==> src/rtl/pc_sequencer.sv <==
module pc_sequencer #(
  parameter int ADDR_W = 32,
  parameter int OFF_W  = 16,
  parameter int TGT_W  = 26,
  parameter logic [ADDR_W-1:0] BOOT_ADDR = '0
) (
  input  logic              clk,
  input  logic              rst,
  input  logic [OFF_W-1:0]  branch_off,
  input  logic [TGT_W-1:0]  jump_field,
  input  logic              take_branch,
  input  logic              sel_jump,
  input  logic              sel_jreg,
  input  logic [ADDR_W-1:0] reg_value,
  output logic [ADDR_W-1:0] pc_q,
  output logic [ADDR_W-1:0] link_addr
);
  localparam int HI_W  = ADDR_W - TGT_W - 2;
  localparam int EXT_W = ADDR_W - OFF_W - 2;

  logic [ADDR_W-1:0] inc, br_tgt, jmp_tgt, jr_tgt, nxt;

  assign inc     = pc_q + ADDR_W'(4);
  assign br_tgt  = inc + {{EXT_W{branch_off[OFF_W-1]}}, branch_off, 2'b00};
  assign jmp_tgt = {inc[ADDR_W-1 -: HI_W], jump_field, 2'b00};
  assign jr_tgt  = {reg_value[ADDR_W-1:2], 2'b00};

  always_comb begin
    if (sel_jreg)         nxt = jr_tgt;
    else if (sel_jump)    nxt = jmp_tgt;
    else if (take_branch) nxt = br_tgt;
    else                  nxt = inc;
  end

  always_ff @(posedge clk) begin
    if (rst) pc_q <= BOOT_ADDR;
    else     pc_q <= nxt;
  end

  assign link_addr = inc;
endmodule

==> config.mk <==
export PLATFORM = sky130hd
export DESIGN_NAME = pc_sequencer
export DESIGN_NICKNAME = d
export VERILOG_FILES = /design/src/rtl/pc_sequencer.sv
export SDC_FILE = /design/constraint.sdc
export NUM_CORES = 1
export LEC_CHECK = 0
export BUFFER_PORTS_ARGS = -buffer_cell sky130_fd_sc_hd__buf_4
export CAP_MARGIN = 30
export CELL_PAD_IN_SITES_DETAIL_PLACEMENT = 1
export CELL_PAD_IN_SITES_GLOBAL_PLACEMENT = 2
export CORE_UTILIZATION = 27
export DETAILED_ROUTE_END_ITERATION = 8
export PLACE_DENSITY = 0.86
export SLEW_MARGIN = 20
export SYNTH_ARGS = -nofsm -noshare
export SYNTH_HDL_FRONTEND = slang
export SYNTH_SLANG_ARGS = --single-unit
export TNS_END_PERCENT = 30
==> constraint.sdc <==
create_clock -name clk -period 4.99 [get_ports clk]
set_input_delay 0 -clock clk [delete_from_list [all_inputs] [get_ports clk]]
set_output_delay 0 -clock clk [all_outputs]
set_load 0.005 [all_outputs]
==> results of run 1 <==
[Yosys cell counts, drive strengths merged, types with 2 or more instances]
| library cell | count | area, um2 |
|---|---|---|
| a22o | 2 | 17.52 |
| nand4 | 9 | 56.30 |
| nand3 | 18 | 90.09 |
| o211ai | 10 | 75.07 |
| a22oi | 3 | 22.52 |
| xnor2 | 28 | 245.2 |
| xor2 | 24 | 210.2 |
| a31oi | 7 | 50.05 |
| o21bai | 5 | 41.29 |
| clkinv | 3 | 11.26 |
| a211o | 3 | 26.28 |
| or2 | 5 | 31.28 |
| a211oi | 10 | 90.09 |
| a21o | 13 | 97.59 |
| a311o | 2 | 20.02 |
| a221oi | 2 | 23.77 |
| a21oi | 53 | 284.0 |
| clkbuf | 12 | 45.04 |
| o21ai | 25 | 128.9 |
| buf | 11 | 63.81 |
| mux2i | 12 | 120.1 |
| o22ai | 4 | 25.02 |
| inv | 10 | 37.54 |
| and2 | 4 | 25.02 |
| nor3b | 2 | 15.01 |
| nor3 | 9 | 45.04 |
| o221ai | 2 | 17.52 |
| and3 | 11 | 68.82 |
| o2111ai | 2 | 23.77 |
| nor2 | 54 | 202.7 |
| dfxtp | 30 | 600.6 |
| o21a | 4 | 30.03 |
| ha | 36 | 450.4 |
| nand2 | 52 | 195.2 |
| nor2b | 2 | 12.51 |
[where the power goes]
| group | internal [mW] | total (mW) | leakage [nW] | switching, mW |
|---|---|---|---|---|
| clock network | 0.226 | 0.353 | 0.0832 | 0.127 |
| logic | 0.253 | 0.523 | 2.11 | 0.270 |
| registers | 0.260 | 0.287 | 0.249 | 0.0267 |
[per-layer routing]
metal / track usage / share of wire
met1: 0.2756 / 0.46
met5: 0 / 0
met2: 0.3662 / 0.48
met4: 0.04487 / 0.014
met3: 0.02654 / 0.043
[timing repair]
action                                  in CTS  in global routing
endpoints found under the setup margin       0                  0
endpoints found under the hold margin       21                  0
setup buffers                                0                  0
hold buffers                                21                  0
[critical path: stages (launching register included)]
cell	delay, ns
dfxtp_1	0.42
ha_1	0.24
nand4_1	0.19
nor2_1	0.43
nand2_1	0.13
xnor2_1	0.28
ha_1	0.34
and2_1	0.21
a311oi_1	0.33
o21ai_2	0.12
a21oi_1	0.39
o31ai_1	0.24
a211oi_2	0.30
a32oi_1	0.14
a31oi_1	0.23
o21a_1	0.13
[worst max-delay path by stage]
stage	from	to	slack, ns	depth (start not counted)
3_5_place_dp	pc_q[2]	pc_q[29]	0.83	15
4_1_cts	pc_q[2]	pc_q[30]	0.79	15
5_1_grt	pc_q[2]	pc_q[30]	0.42	15
2_1_floorplan	pc_q[4]	pc_q[19]	1.39	16
6_report	pc_q[2]	pc_q[30]	0.80	15
3_3_place_gp	pc_q[2]	pc_q[29]	0.90	15
[stage by stage]
stage                 util  instances  hold slack, ns  instance area [um2]  total power, mW
finish              0.3930        819       -0.002609                 5205            1.163
global route        0.3930        819         0.02578                 5205            1.235
CTS                 0.3930        819       0.0002431                 5205            1.172
detailed placement  0.3646        790          0.2071                 4828           0.7976
global placement    0.3646        790          0.2018                 4828           0.7863
floorplan                -        497          0.1086                 3666           0.6033
[cell type report]
class / count / area share
multi-input cells: 431 / 0.5587
repair buffers: 161 / 0.2423
flip-flops and latches: 30 / 0.1154
well taps: 176 / 0.04231
clock buffers: 8 / 0.03197
inverters: 13 / 0.009375
[logic make-up after synthesis]
family | Yosys count | synth area share
AO/OA/AOI/OAI | 155 | 0.2903
XOR/XNOR | 52 | 0.1246
adder cells (fa/ha/maj) | 37 | 0.1287
buffers and inverters | 36 | 0.04314
flip-flops | 30 | 0.1643
multiplexers | 13 | 0.03697
other | 1 | 0.001026
AND/OR/NAND/NOR | 170 | 0.2109
==> out/metrics.yaml, run 1 <==
rsz0062_at_grt: "no"
vias_per_cell: 5.166
irDropWorstVdd_mv: 0.1061
cts_tree: "built"
clock_latency_ns: 0.29
max_freq_mhz: 238.8
grt_max_degree: 39
ys.flop_type: "dfxtp_1"
tightest_slew_ns: 0.7062
regArea_um2: 600.6
cts_buffers: 5
synth_edf_count: 0
setup_ws_ns: 0.8025
power_density_nw_per_um2: 223.4
final_cell_mix: "buf_4, nor2_1, nand2_1"
die_h_um: 118.3
critPathLaunchType: "flip-flop"
initial_core_util: 0.2760
final_nets: 758
rows: 42
final_max_slew_viol_count: 0
skew_ns: 0.004853
crit_path_max_fanout: 6
die_width_um: 118.3
slew_headroom: 0.5275
ys_warn_count: 0
rrSetupSlack_ns: 0.80
r2r_cells: 15
final_antenna_net_count: 0
post-route-period-util: 0.8392
crit_path_end_kind: "flip-flop"
drive_above_1_share: 0.2582
setup_viol: 0
dp_hpwl_um: 11290
grt_pass1_wl_um: 23480
postSynthCellCount: 494
holdWs_ns: -0.002609
clockBufferDepth: 2
setup_tns_ns: 0
cts_root_buffer: "clkbuf_16"
multi_input_area_um2: 2908
drc: 0
dp_slack_ns: 0.8339
violations: "hold timing"
post-route-min-period_ns: 4.187
track_usage: 0.2104
area_delta_synth_final_pct: 42.42
cts_resized: 0
pin_count: 143
wire_per_inst_um: 17.87
status: "finished with violations"
clock_sinks: 30
r2r-start: "pc_q[2]"
holdCritStartpoint: "jump_field[21]"
hold_path.class: "primary input to flip-flop"
min_delay_path_depth: 3
fillCellCount: 1655
cp.arrival_ns: 4.42
hold_end: "pc_q[23]"
largest_register_ffs: 30
clk_pin_slew_ns: 0.06
routed_wl_um: 14630
htreeDepth: 2
gp_congestion: 0.8716
r2r_end: "pc_q[30]"
worst-setup-path-type: "flip-flop to flip-flop"
finalHoldViolations: 1
reg_top3: "pc_q (30)"
layout.cells.most_common: "buf_4"
ys_seq_area_frac: 0.1643
dieArea_um2: 14010
port_buffers: 136
n_antenna_cell: 0
synth-seq-cells: 30
fp.coreArea_um2: 13240
syn_area_per_cell_um2: 7.398
drtIter0Drc: 102
top_register: "pc_q"
gr-total-overflow: 0
vias: 4231
grt_pass1_vias: 4442
worstPathRequired_ns: 5.22
synthArstFlopShare: 0
maxCapViolCount: 0
yosysUniqueCellTypes: 61
netlist_area_um2: 3655
drtPass1Iterations: 4
p_leak_nw: 2.442
antenna_found_initial: 0
Power figures use the tool's default switching activity.
==> run 2, diff against run 1 <==
--- a/config.mk
+++ b/config.mk
@@ -9,9 +9,9 @@
 export CAP_MARGIN = 30
 export CELL_PAD_IN_SITES_DETAIL_PLACEMENT = 1
 export CELL_PAD_IN_SITES_GLOBAL_PLACEMENT = 2
-export CORE_UTILIZATION = 27
+export CORE_UTILIZATION = 24
 export DETAILED_ROUTE_END_ITERATION = 8
-export PLACE_DENSITY = 0.86
+export PLACE_DENSITY = 0.82
 export SLEW_MARGIN = 20
 export SYNTH_ARGS = -nofsm -noshare
 export SYNTH_HDL_FRONTEND = slang
==> constraint.sdc (replaced) <==
create_clock -name clk -period 3.38 [get_ports clk]
set_input_delay 0 -clock clk [delete_from_list [all_inputs] [get_ports clk]]
set_output_delay 0 -clock clk [all_outputs]
set_load 0.005 [all_outputs]
==> run 2 against run 1 <==
Against the previous run:
- the run ends with DRC, setup timing left
- hold slack better by 0.0034 ns
- cell count is 16% higher
- die area is 12% higher
- total power is 70% higher
- register-to-register slack worse by 0.97 ns
- largest cell class unchanged
- critical path depth is 1 lower
- utilization is 5.3 points higher
- routed wire length is 23% higher
- final area is 26% higher
- highest routed layer unchanged
- combinational power is 110% higher
- global-route usage is 1.1 points higher
==> out/metrics.yaml, run 2 (same netlist as run 1, synthesis figures left out) <==
grt_pass1_wl_um: 27460  # +17%
final_nets: 880  # +16%
irDropWorstVdd_mv: 0.1550  # +46%
n_antenna_cell: 0  # unchanged
crit_path_max_fanout: 4  # -2
p_leak_nw: 3.129  # +28%
area_delta_synth_final_pct: 79.49
clk_pin_slew_ns: 0.05  # about the same
rsz0062_at_grt: "yes"
finalHoldViolations: 0  # -1
r2r_end: "pc_q[28]"
status: "finished with violations"
gp_congestion: 0.9027  # +3.6%
vias: 4830  # +14%
power_density_nw_per_um2: 301.8  # +35%
holdWs_ns: 0.0007920  # +0.003401 ns
drtPass1Iterations: 7  # +3
layout.cells.most_common: "buf_4"
critPathLaunchType: "flip-flop"
final_util: 0.4463  # +0.05324
port_buffers: 136  # unchanged
gr-total-overflow: 0  # unchanged
clock_sinks: 30  # unchanged
wire_per_inst_um: 18.90  # +5.8%
cts_tree: "built"
rows: 44  # +4.8%
slowest_stage: "nor4_2"
finalPower_mw: 1.980  # +70%
r2r-start: "pc_q[2]"
slew_headroom: 0.4740  # -0.05349
final_max_slew_viol_count: 0  # unchanged
track_usage: 0.2217  # +0.01132
skew_ns: 0.008354  # +0.003501 ns
clock_latency_ns: 0.29  # about the same
hold_end: "pc_q[12]"
min_delay_path_depth: 3  # unchanged
violations: "DRC, setup timing"
pin_count: 143  # unchanged
clockBufferDepth: 2  # unchanged
dpl-instance-area_um2: 5582  # +16%
setup_viol: 10  # +10
drive_above_1_share: 0.4654  # +0.2072
drc: 10  # +10
post-route-min-period_ns: 3.545  # -0.6424 ns
holdCritStartpoint: "reg_value[12]"
crit_path_max_incr_delay_ns: 0.45  # +0.02 ns
drtIter0Drc: 199  # +95%
dp_slack_ns: -0.3798  # -1.214 ns
maxCapViolCount: 0  # unchanged
worstPathRequired_ns: 3.58  # -1.64 ns
final_antenna_net_count: 0  # unchanged
top_register: "pc_q"
vias_per_cell: 5.090  # -1.5%
dp_hpwl_um: 13550  # +20%
crit_path_end_kind: "flip-flop"
worst-setup-path-type: "flip-flop to flip-flop"
reg_top3: "pc_q (30)"
htreeDepth: 2  # unchanged
rrSetupSlack_ns: -0.17  # -0.97 ns
routed_wl_um: 17930  # +23%
antenna_found_initial: 0  # unchanged
fp.coreArea_um2: 14700  # +11%
max_freq_mhz: 282.1  # +18%
largest_register_ffs: 30  # unchanged
setup_ws_ns: -0.1651  # -0.9676 ns
die_width_um: 125.4  # +6.0%
hold_path.class: "primary input to flip-flop"
final_area_um2: 6560  # +26%
dieArea_um2: 15730  # +12%
cts_buffers: 5  # unchanged
post-route-period-util: 1.049  # +0.2097
initial_core_util: 0.2486  # -0.02734
timing.critical_path.cells: "ha_4 -> nand4_1 -> nor2_4 -> and3_4 -> buf_4 -> nand4_1 -> xnor2_1 -> ha_1 -> buf_4 -> buf_4 -> nand4_1 -> nor4_2 -> mux2_4 -> a221oi_2"
grt_pass1_vias: 5218  # +17%
fillCellCount: 1744  # +5.4%
grt_max_degree: 39  # unchanged
r2r_cells: 14  # -1
cp.arrival_ns: 3.74  # -0.68 ns
final_cell_mix: "buf_4, nor2_1, nand2_1"
die_h_um: 125.4  # +6.0%
cts_root_buffer: "clkbuf_16"
tightest_slew_ns: 0.7861  # +0.07994 ns
## run 2: changes by cell type in the layout (fill, tap and decap cells not counted), sizes merged
cell / previous run / this run
clkinv: 3 / 4
buf: 140 / 262
clkbuf: 8 / 7
## run 2: how the worst max path moves through the flow
stage	from	to	slack [ns]	cells after the start
2_1_floorplan	pc_q[3]	pc_q[29]	-0.005	16
3_3_place_gp	pc_q[3]	pc_q[31]	-0.28	16
5_1_grt	pc_q[9]	pc_q[28]	-0.41	17
4_1_cts	pc_q[2]	pc_q[31]	-0.15	16
6_report	pc_q[2]	pc_q[28]	-0.17	14
3_5_place_dp	pc_q[3]	pc_q[31]	-0.38	16
## run 2: what timing repair did
action,in CTS,in global routing
buffers inserted,10,17
pin swaps,36,59
endpoints found under the setup margin,16,19
hold buffers,21,0
resized for setup,34,56
endpoints found under the hold margin,21,0
cloned,0,0
## run 2: report_power, final
group / leakage, nW / switching [mW] / internal (mW)
Sequential: 0.252 / 0.0346 / 0.384
Combinational: 2.80 / 0.524 / 0.562
Clock: 0.0739 / 0.182 / 0.292
## run 2: cell type report
type	count	area, um2	share of cell area
multi-input combinational	431	3324	0.5068
timing repair buffer	283	2196	0.3347
tap	184	230.2	0.03509
clock buffer	7	142.6	0.02174
inverter	13	48.80	0.007438
sequential	30	613.1	0.09346
clock inverter	1	5.005	0.0007629
## run 2: worst max-delay path, delay by kind of cell, from the launching register on
family / cells / cell delay [ns]
compound gates: 1 / 0.20
buf+inv: 3 / 0.37
fa+ha+maj: 2 / 0.47
simple gates: 6 / 1.51
flops: 1 / 0.37
mux: 1 / 0.34
xor+xnor: 1 / 0.18
## run 2: per-stage QoR
stage,std cells,TNS [ns]
6_report,949,-0.9488
5_1_grt,949,-3.996
4_1_cts,932,-0.8356
3_5_place_dp,893,-3.409
3_3_place_gp,893,-1.750
2_1_floorplan,497,-0.004822
## run 2: layer usage
layer,part of all wire,GRT usage,up-vias
met3,0.057,0.03766,33
met2,0.50,0.3989,156
met4,0.021,0.06098,0
li1,-,-,2311
met1,0.42,0.2702,2330
met5,0,0,-
==> run 3, diff against run 2 <==
--- a/config.mk
+++ b/config.mk
@@ -9,9 +9,9 @@
 export CAP_MARGIN = 30
 export CELL_PAD_IN_SITES_DETAIL_PLACEMENT = 1
 export CELL_PAD_IN_SITES_GLOBAL_PLACEMENT = 2
-export CORE_UTILIZATION = 24
+export CORE_UTILIZATION = 29
 export DETAILED_ROUTE_END_ITERATION = 8
-export PLACE_DENSITY = 0.82
+export PLACE_DENSITY = 0.92
 export SLEW_MARGIN = 20
 export SYNTH_ARGS = -nofsm -noshare
 export SYNTH_HDL_FRONTEND = slang
==> constraint.sdc (replaced) <==
create_clock -name clk -period 4.2 [get_ports clk]
set_input_delay 0 -clock clk [delete_from_list [all_inputs] [get_ports clk]]
set_output_delay 0 -clock clk [all_outputs]
set_load 0.005 [all_outputs]
==> run 3 against run 2 <==
Against the previous run:
- the flow now finishes without violations
- routed wire length fell by 18%
- critical path depth rose by 3
- combinational power fell by 41%
- largest power group unchanged
==> out/metrics.yaml, run 3 (same netlist as run 1, synthesis figures left out) <==
skew_ns: 0.005545  # -0.002809 ns
gp_congestion: 0.8808  # -2.4%
max_freq_mhz: 255.2  # -9.5%
reg_top3: "pc_q (30)"
placed_cells: 793  # -11%
cp.arrival_ns: 4.07  # +0.33 ns
fp.coreArea_um2: 12160  # -17%
maxCapViolCount: 0  # unchanged
post-route-period-util: 0.9331  # -0.1157
clock_sinks: 30  # unchanged
clk_pin_slew_ns: 0.06  # about the same
crit_path_max_fanout: 6  # +2
final_area_um2: 5311  # -19%
multi_input_area_um2: 2950  # -11%
slew_headroom: 0.4393  # -0.03465
wire_per_inst_um: 17.90  # -5.3%
gr-total-overflow: 0  # unchanged
rows: 40  # -9.1%
final_cell_mix: "buf_4, nor2_1, nand2_1"
final_nets: 770  # -13%
grt_pass1_vias: 4410  # -15%
irDropWorstVdd_mv: 0.1138  # -27%
worstPathRequired_ns: 4.36  # +0.78 ns
clock_latency_ns: 0.28  # about the same
cts_tree: "built"
die_h_um: 114.3  # -8.9%
drive_above_1_share: 0.2809  # -0.1844
port_buffers: 136  # unchanged
tightest_slew_ns: 0.8379  # +0.05179 ns
grt_max_degree: 39  # unchanged
rsz0062_at_grt: "no"
crit_path_end_kind: "flip-flop"
clockBufferDepth: 2  # unchanged
largest_register_ffs: 30  # unchanged
final_max_slew_viol_count: 0  # unchanged
hold_path.class: "primary input to flip-flop"
n_antenna_cell: 0  # unchanged
setup_tns_ns: 0  # +0.9488 ns
status: "finished, final reports clean"
postCtsSetupBuffers: 0  # -10
dp_hpwl_um: 11530  # -15%
layout.cells.most_common: "buf_4"
dpl-instance-area_um2: 4901  # -12%
final_antenna_net_count: 0  # unchanged
dieArea_um2: 13060  # -17%
finalHoldViolations: 0  # unchanged
fillCellCount: 1540  # -12%
initial_core_util: 0.3005  # +0.05188
track_usage: 0.2260  # +0.004252
antenna_found_initial: 0  # unchanged
drtPass1Iterations: 4  # -3
drtIter0Drc: 176  # -12%
holdWs_ns: 0.01724  # +0.01645 ns
cts_root_buffer: "clkbuf_16"
vias: 4267  # -12%
pin_count: 143  # unchanged
routed_wl_um: 14730  # -18%
vias_per_cell: 5.185  # +1.9%
htreeDepth: 2  # unchanged
stdcell_count: 823  # -13%
cts_buffers: 5  # unchanged
area_delta_synth_final_pct: 45.33
die_width_um: 114.3  # -8.9%
final_util: 0.4367  # -0.009561
worst-setup-path-type: "flip-flop to flip-flop"
top_register: "pc_q"
grt_pass1_wl_um: 22980  # -16%
drc: 0  # -10
setup_viol: 0  # -10
power_density_nw_per_um2: 255.3  # -15%
regArea_um2: 600.6  # -2.0%
critPathLaunchType: "flip-flop"
p_leak_nw: 2.508  # -20%
post-route-min-period_ns: 3.919  # +0.3740 ns
[run 3: cell types whose count changed in the layout (fill, tap and decap cells not counted), sizes merged]
cell,before,now
buf,262,151
dlygate4sd3,21,22
[run 3: final timing paths]
kind / from / to / slack (ns) / depth (start not counted)
worst max-delay path: pc_q[2] / pc_q[31] / 0.28 / 17
worst min-delay path: jump_field[10] / pc_q[12] / 0.02 / 3
worst max register to register: pc_q[2] / pc_q[31] / 0.28 / 17
worst min register to register: pc_q[31] / pc_q[31] / 0.79 / 3
[run 3: cell type report]
type / count / share of cell area
clock inverter: 1 / 0.0009423
timing repair buffer: 173 / 0.2549
tap: 168 / 0.03958
clock buffer: 7 / 0.02686
sequential: 30 / 0.1131
inverter: 13 / 0.009187
multi-input combinational: 431 / 0.5555
[run 3: stage by stage]
stage               setup slack, ns  power (mW)
finish                       0.2809       1.356
global route                0.02885       1.442
CTS                          0.1933       1.361
detailed placement           0.1999      0.9609
global placement             0.3710      0.9454
floorplan                    0.5969      0.7168
[run 3: critical path, cell delays in order (launching register included)]
cell and delay (ns):
dfxtp_1 0.41, ha_1 0.25, nand4_1 0.20, nor2_1 0.17, buf_4 0.16, nand2_1 0.09, xnor2_2 0.16, ha_2 0.39
nand4_1 0.14, a311o_1 0.32, a31oi_2 0.26, o2111ai_2 0.18, a31oi_2 0.26, a21oi_1 0.11, o21ai_1 0.18, mux2i_1 0.24
xnor2_1 0.15, o21ai_1 0.10
[run 3: where the power goes]
group | switching, mW | leakage [nW] | internal [mW]
logic | 0.328 | 2.18 | 0.314
clock network | 0.138 | 0.0739 | 0.235
registers | 0.0319 | 0.249 | 0.309
[run 3: what timing repair did]
action / CTS / global route
endpoints found under the hold margin: 22 / 0
hold buffers: 22 / 0
resized for setup: 0 / 9
endpoints found under the setup margin: 0 / 7
[run 3: metal layers]
| layer | GRT usage | part of all wire |
|---|---|---|
| met5 | 0 | 0 |
| met4 | 0.05628 | 0.015 |
| met3 | 0.02859 | 0.058 |
| met2 | 0.3927 | 0.48 |
| met1 | 0.2949 | 0.45 |
